File: src/rtl/mac8_pkg.sv
package mac8_pkg;

  typedef enum logic [2:0] {
    OP_ADD   = 3'd0,
    OP_SUB   = 3'd1,
    OP_ACCUM = 3'd2,
    OP_MUL   = 3'd3,
    OP_MAC   = 3'd4,
    OP_CLEAR = 3'd5
  } opcode_e;

  // Strobes from control to datapath for the operation held in the input registers
  typedef struct packed {
    logic fire;    // a defined operation is present
    logic usePp;   // feed the two partial products into the adder
    logic useB;    // feed operand B (or its inverse) into the adder
    logic invB;    // invert B and add a carry-in (subtract)
    logic useAcc;  // feed the running total into the adder
    logic trunc8;  // keep only the low byte of the sum
    logic wrAcc;   // write the sum back into the total
    logic clrAcc;  // zero the total
  } ctrlStrobes_t;

endpackage

File: src/rtl/mac8_ctrl.sv
module mac8_ctrl
  import mac8_pkg::*;
#(
  parameter int OP_W = 3
) (
  input  logic            clk,
  input  logic            rstN,
  input  logic            inValid,
  input  logic [OP_W-1:0] inOp,
  output ctrlStrobes_t    strb
);

  logic            vReg;
  logic [OP_W-1:0] opReg;

  always_ff @(posedge clk or negedge rstN) begin
    if (!rstN) begin
      vReg  <= 1'b0;
      opReg <= '0;
    end else begin
      vReg  <= inValid;
      opReg <= inOp;
    end
  end

  always_comb begin
    strb = '0;
    case (opReg)
      OP_W'(OP_ADD):   begin strb.fire = vReg; strb.useB = 1'b1; end
      OP_W'(OP_SUB):   begin strb.fire = vReg; strb.useB = 1'b1; strb.invB = 1'b1; strb.trunc8 = 1'b1; end
      OP_W'(OP_ACCUM): begin strb.fire = vReg; strb.useAcc = 1'b1; strb.wrAcc = vReg; end
      OP_W'(OP_MUL):   begin strb.fire = vReg; strb.usePp = 1'b1; end
      OP_W'(OP_MAC):   begin strb.fire = vReg; strb.usePp = 1'b1; strb.useAcc = 1'b1; strb.wrAcc = vReg; end
      OP_W'(OP_CLEAR): begin strb.fire = vReg; strb.clrAcc = vReg; end
      default:         strb = '0;
    endcase
  end

endmodule

File: src/rtl/mac8_datapath.sv
module mac8_datapath
  import mac8_pkg::*;
#(
  parameter int DATA_W = 8,
  parameter int ACC_W  = 20
) (
  input  logic              clk,
  input  logic              rstN,
  input  logic [DATA_W-1:0] inA,
  input  logic [DATA_W-1:0] inB,
  input  ctrlStrobes_t      strb,
  output logic              outValid,
  output logic [2*DATA_W-1:0] outResult,
  output logic [ACC_W-1:0]  outAcc
);

  localparam int HALF   = DATA_W / 2;
  localparam int HALVES = 2;
  localparam int PP_W   = DATA_W + HALF;
  localparam int RES_W  = 2 * DATA_W;

  logic [DATA_W-1:0] aReg, bReg;
  logic [ACC_W-1:0]  accReg;
  logic [PP_W-1:0]   pp [HALVES];
  logic [ACC_W-1:0]  opndX, opndY, opndZ, sumW;
  logic [RES_W-1:0]  resNext;

  always_ff @(posedge clk or negedge rstN) begin
    if (!rstN) begin
      aReg <= '0;
      bReg <= '0;
    end else begin
      aReg <= inA;
      bReg <= inB;
    end
  end

  // One narrow multiplier per half of operand B
  for (genvar h = 0; h < HALVES; h++) begin : g_half
    assign pp[h] = PP_W'(aReg) * PP_W'(bReg[h*HALF +: HALF]);
  end

  // Shared three-input addition stage
  always_comb begin
    opndX = strb.usePp ? ACC_W'(pp[0]) : ACC_W'(aReg);
    if (strb.usePp)     opndY = ACC_W'(pp[1]) << HALF;
    else if (strb.useB) opndY = ACC_W'(strb.invB ? ~bReg : bReg);
    else                opndY = '0;
    opndZ   = strb.useAcc ? accReg : '0;
    sumW    = opndX + opndY + opndZ + ACC_W'(strb.invB);
    resNext = strb.trunc8 ? RES_W'(sumW[DATA_W-1:0]) : sumW[RES_W-1:0];
  end

  always_ff @(posedge clk or negedge rstN) begin
    if (!rstN) begin
      accReg    <= '0;
      outValid  <= 1'b0;
      outResult <= '0;
    end else begin
      outValid <= strb.fire;
      if (strb.clrAcc)     accReg <= '0;
      else if (strb.wrAcc) accReg <= sumW;
      if (strb.clrAcc)     outResult <= '0;
      else if (strb.fire)  outResult <= resNext;
    end
  end

  assign outAcc = accReg;

endmodule

File: src/rtl/mac8_unit.sv
module mac8_unit
  import mac8_pkg::*;
#(
  parameter int DATA_W = 8,
  parameter int ACC_W  = 20,
  parameter int OP_W   = 3
) (
  input  logic                clk,
  input  logic                rstN,
  input  logic                inValid,
  input  logic [OP_W-1:0]     inOp,
  input  logic [DATA_W-1:0]   inA,
  input  logic [DATA_W-1:0]   inB,
  output logic                outValid,
  output logic [2*DATA_W-1:0] outResult,
  output logic [ACC_W-1:0]    outAcc
);

  ctrlStrobes_t strb;

  mac8_ctrl #(.OP_W(OP_W)) u_ctrl (
    .clk(clk), .rstN(rstN), .inValid(inValid), .inOp(inOp), .strb(strb)
  );

  mac8_datapath #(.DATA_W(DATA_W), .ACC_W(ACC_W)) u_dp (
    .clk(clk), .rstN(rstN), .inA(inA), .inB(inB), .strb(strb),
    .outValid(outValid), .outResult(outResult), .outAcc(outAcc)
  );

endmodule

File: config.mk
export PLATFORM = sky130hd
export DESIGN_NAME = mac8_unit
export DESIGN_NICKNAME = d
export VERILOG_FILES = /design/src/rtl/mac8_pkg.sv /design/src/rtl/mac8_ctrl.sv /design/src/rtl/mac8_datapath.sv /design/src/rtl/mac8_unit.sv
export SDC_FILE = /design/constraint.sdc
export NUM_CORES = 1
export LEC_CHECK = 0
export BUFFER_PORTS_ARGS = -buffer_cell sky130_fd_sc_hd__buf_2
export CAP_MARGIN = 5
export CORE_MARGIN = 2
export CORE_UTILIZATION = 61
export DETAILED_ROUTE_END_ITERATION = 8
export PLACE_DENSITY = 0.94
export SETUP_SLACK_MARGIN = 0.3
export SLEW_MARGIN = 20
export SYNTH_ARGS = -nofsm -noshare
export SYNTH_HDL_FRONTEND = slang
export SYNTH_SLANG_ARGS = --single-unit
export TNS_END_PERCENT = 20
File: constraint.sdc
create_clock -name clk -period 6.75 [get_ports clk]
set_input_delay 0.675 -clock clk [delete_from_list [all_inputs] [get_ports clk]]
set_output_delay 0.675 -clock clk [all_outputs]
set_load 0.02 [all_outputs]
==> key figures <==
Cells and area
  – Util after Layout: 0.693
  – Fraction of layout cells with a size suffix above 1: 0.131
  – Register area: 1430 sq um
  – Final instance area: about 6100 sq um
  – Layout area overhead: 9.55%
  – Nets: 800
  – Non-filler cells, final: ~800
  – # diodes: 0
  – Fill count: 615
  – Multi-input gate area: about 3800 sq um

Power
  – P_leak: 3.17 nW
  – Overall Power: 1.57 mW
  – Comb power frac: 0.483
  – Sw frac: 0.443
  – Sequential Power Share: 0.313
  – Internal power: 0.876 mW
  – Pwr dens: between 200 and 300 nW/um^2
  – Power share of the clock group: 0.204
  – Worst IR Drop VDD: between 0.2 and 0.3 mV
  – Total net switching power: 0.698 mW

Critical path
  – Required time of the critical path: 6.97 ns
  – Worst setup EP type: flop
  – Critical Path Source Type: flop
  – R2r startpoint: u_dp.bReg[2]
  – RR Endpoint: u_dp.outAcc[17]
  – Critical path peak fanout: 9
  – R2R Setup Slk: 0.73 ns
  – Critical path arrival: around 6.2 ns
  – R2R cell count: 23
  – Setup CP Type: flop to flop

Route
  – First drt pass iteration count: 5
  – Antenna-violating nets left: 0
  – Initial DRC Count: 411
  – Routed vias: 4891
  – Drt total wl: between 10 and 15 mm
  – DR WL/cell: ~18 microns
  – DR DRC count: 0
  – Avg Vias per Cell: 6.14

Timing
  – Final TNS setup: 0 ns
  – Final min period: 6.02 ns
  – Period utilisation layout: 0.891
  – Max Slew Vio Count: 0
  – Hold Fails Final Rpt: 0
  – F_max: 0.166 GHz
  – Worst Hold Margin: 0.428 ns
  – Slew HR: 0.447
  – Skew final: 0.00883 ns
  – RSZ-0062 raised after global routing: false
  – Worst Max-Slew Pin Slew: 0.827 ns
  – Final setup fails: 0
  – Final worst slack: 0.735 ns

Clock tree
  – Post_cts resized: 0
  – Cts hold-fix bufs: 0
  – Clock slew at reported path FFs: 0.07 ns
  – H-tree Lvls: 3
  – Maximum clock path buffer count: 2
  – CTS tree: built
  – Post-CTS Setup Inserts: 0
  – Clock root cell: clkbuf_8
  – Clock Sinks: 57
  – CTS buffer count: 9
  – Worst skew pair latency: 0.35 ns

Yosys
  – Area of the mapped netlist: 5540 sq um
  – Synth top area cells: dfrtp_1, fa_1, ha_1
  – Compound-Gate Fraction of Synth Area: 0.156
  – Sequential area share after synthesis: 0.257
  – Count leader, synth: nand2_1
  – Synth Register Bits: 57
  – Dominant synthesized flop cell: dfrtp_1
  – Post-synth EDFFs: 0
  – Adder-cell share of the synthesized area: 0.265
  – Ys async rst share: 1.00
  – Synth Instances: between 600 and 700
  – Commonest cells post-synth: nand2_1, inv_1, ha_1
  – Post-synth top area cell: dfrtp_1
  – Ys Warns: 0
  – Area share of the largest cell type after synthesis: 0.257
  – Syn_area_per_cell: ~8.7 sq um
  – Post-Synth XOR/XNOR Area: 0.0616
  – Syn_nets: 753
  – Largest family of logic cells by synthesized area: adder cells
  – Mux contribution to synthesized area: 0.00542
  – Synth unique cells: between 50 and 60
  – Simple-gate portion of the synthesized area: 0.189

Run
  – Max Cap Viol: 0

Status
  – Status: complete, no violations

Floorplanning
  – Die height: 99.3 microns
  – Starting Density: 0.632
  – Placeable core area: between 8000 and 9000 sq um
  – Die X: 99.3 microns
  – Die area: approximately 9900 sq um
  – Num ports: 59
  – Rows: 34

Placed design
  – Worst slack at placement: 1.02 ns
  – Placed cell area: a little under 6000 sq um
  – Dpl cells: 780
  – I/O Buffers: 58
  – Post-DP HPWL: 10.7 mm
  – GP Congestion: 0.992

Min path
  – Min-Delay Path Class: input pin to flop
  – Hold path startpoint: inOp[0]
  – Worst hold path depth: 1
  – Hold EP: u_ctrl.opReg[0]

GRT
  – Initial antenna violation count: 0
  – First-pass GRT wire length: 23.9 mm
  – Vias in the first global route: 5063
  – GRT overflow: 0
  – GRT Total Usage: 0.305
  – Largest net degree at the start of global routing: 58
-- cells in the final DEF (no fill, tap or decap), types with 3 or more instances in the layout --
master       n
dfrtp_1     57
clkinvlp_4   3
ha_1        58
nand2b_1     5
xnor2_1     23
o31ai_1      8
nor2b_1      4
and2_1      53
a22o_1      10
o21ai_0     35
and3_1       3
a31oi_1      4
o21bai_1     5
a21oi_1     44
nor2_1      27
clkbuf_8     9
nand2_1     83
buf_2       58
fa_1        37
mux2i_1      3
o21a_1       3
a21o_1       5
inv_1       69
nand3_1     14
nor3_1       5
xor2_1      16
a211oi_1     3
o21ai_1      5
-- sequential cells by signal, summed over array words and instances, names as in the netlist --
register	cells
u_dp.aReg	8
u_dp.outAcc	20
u_dp.outResult	16
u_dp.bReg	8
u_ctrl.vReg	1
u_dp.outValid	1
u_ctrl.opReg	3
-- per-layer routing --
metal / vias to the layer above / wire length (microns) / GRT usage
li1: 2203 / - / -
met4: 0 / 677 / 0.161
met2: 296 / 7010 / 0.529
met1: 2316 / 5460 / 0.369
met3: 76 / 1050 / 0.0436
met5: - / 0 / 0
-- power groups by stage --
stage	clock (mW)	combinational (mW)	sequential [mW]
2_1_floorplan	0	0.457	0.557
3_3_place_gp	0	0.700	0.486
3_5_place_dp	0	0.734	0.492
4_1_cts	0.322	0.749	0.488
5_1_grt	0.336	0.835	0.498
6_report	0.321	0.760	0.493
-- final cells by class --
class                           count  area share
Timing Repair Buffer               60      0.0503
Clock inverter                      7      0.0117
Sequential cell                    57       0.235
Clock buffer                        9      0.0204
Inverter                           69      0.0427
Multi-Input combinational cell    486       0.618
Tap cell                          108      0.0223
-- how the worst max path moves through the flow --
| stage | startpoint | end | slack, ns | depth (start not counted) |
|---|---|---|---|---|
| CTS | u_dp.bReg[2] | u_dp.outAcc[17] | 0.84 | 23 |
| detailed placement | u_dp.bReg[2] | u_dp.outAcc[17] | 1.02 | 23 |
| global placement | u_dp.bReg[3] | u_dp.outAcc[17] | 1.21 | 23 |
| finish | u_dp.bReg[2] | u_dp.outAcc[17] | 0.73 | 23 |
| global route | u_dp.aReg[0] | u_dp.outAcc[17] | 0.44 | 23 |
| floorplan | u_dp.aReg[0] | u_dp.outAcc[17] | 1.48 | 24 |
-- critical path, stage by stage (launching register included) --
cell	delay [ns]
dfrtp_1	0.50
and2_1	0.24
fa_1	0.50
inv_1	0.05
fa_1	0.53
inv_1	0.04
ha_1	0.33
nor2b_1	0.15
o21ai_0	0.19
a21boi_0	0.14
o21ai_0	0.36
nor2b_1	0.21
xnor2_1	0.15
nand2_1	0.09
fa_1	0.49
inv_1	0.05
ha_1	0.39
a21oi_1	0.19
o21ai_0	0.19
a221oi_2	0.36
o21ai_2	0.13
a221oi_2	0.29
xor2_1	0.22
o21ai_1	0.09
-- kinds of logic (layout without fill, tap and decap cells) --
kind of cell               after synthesis  in the layout
adders and majority gates               95             95
muxes                                    3              3
AOI/OAI and AO/OA                      137            137
buffers and inverters                   93            145
xor gates and xnor gates                39             39
DFF                                     57             57
and+or+nand+nor                        212            212
(Power assumes the default switching activity.)
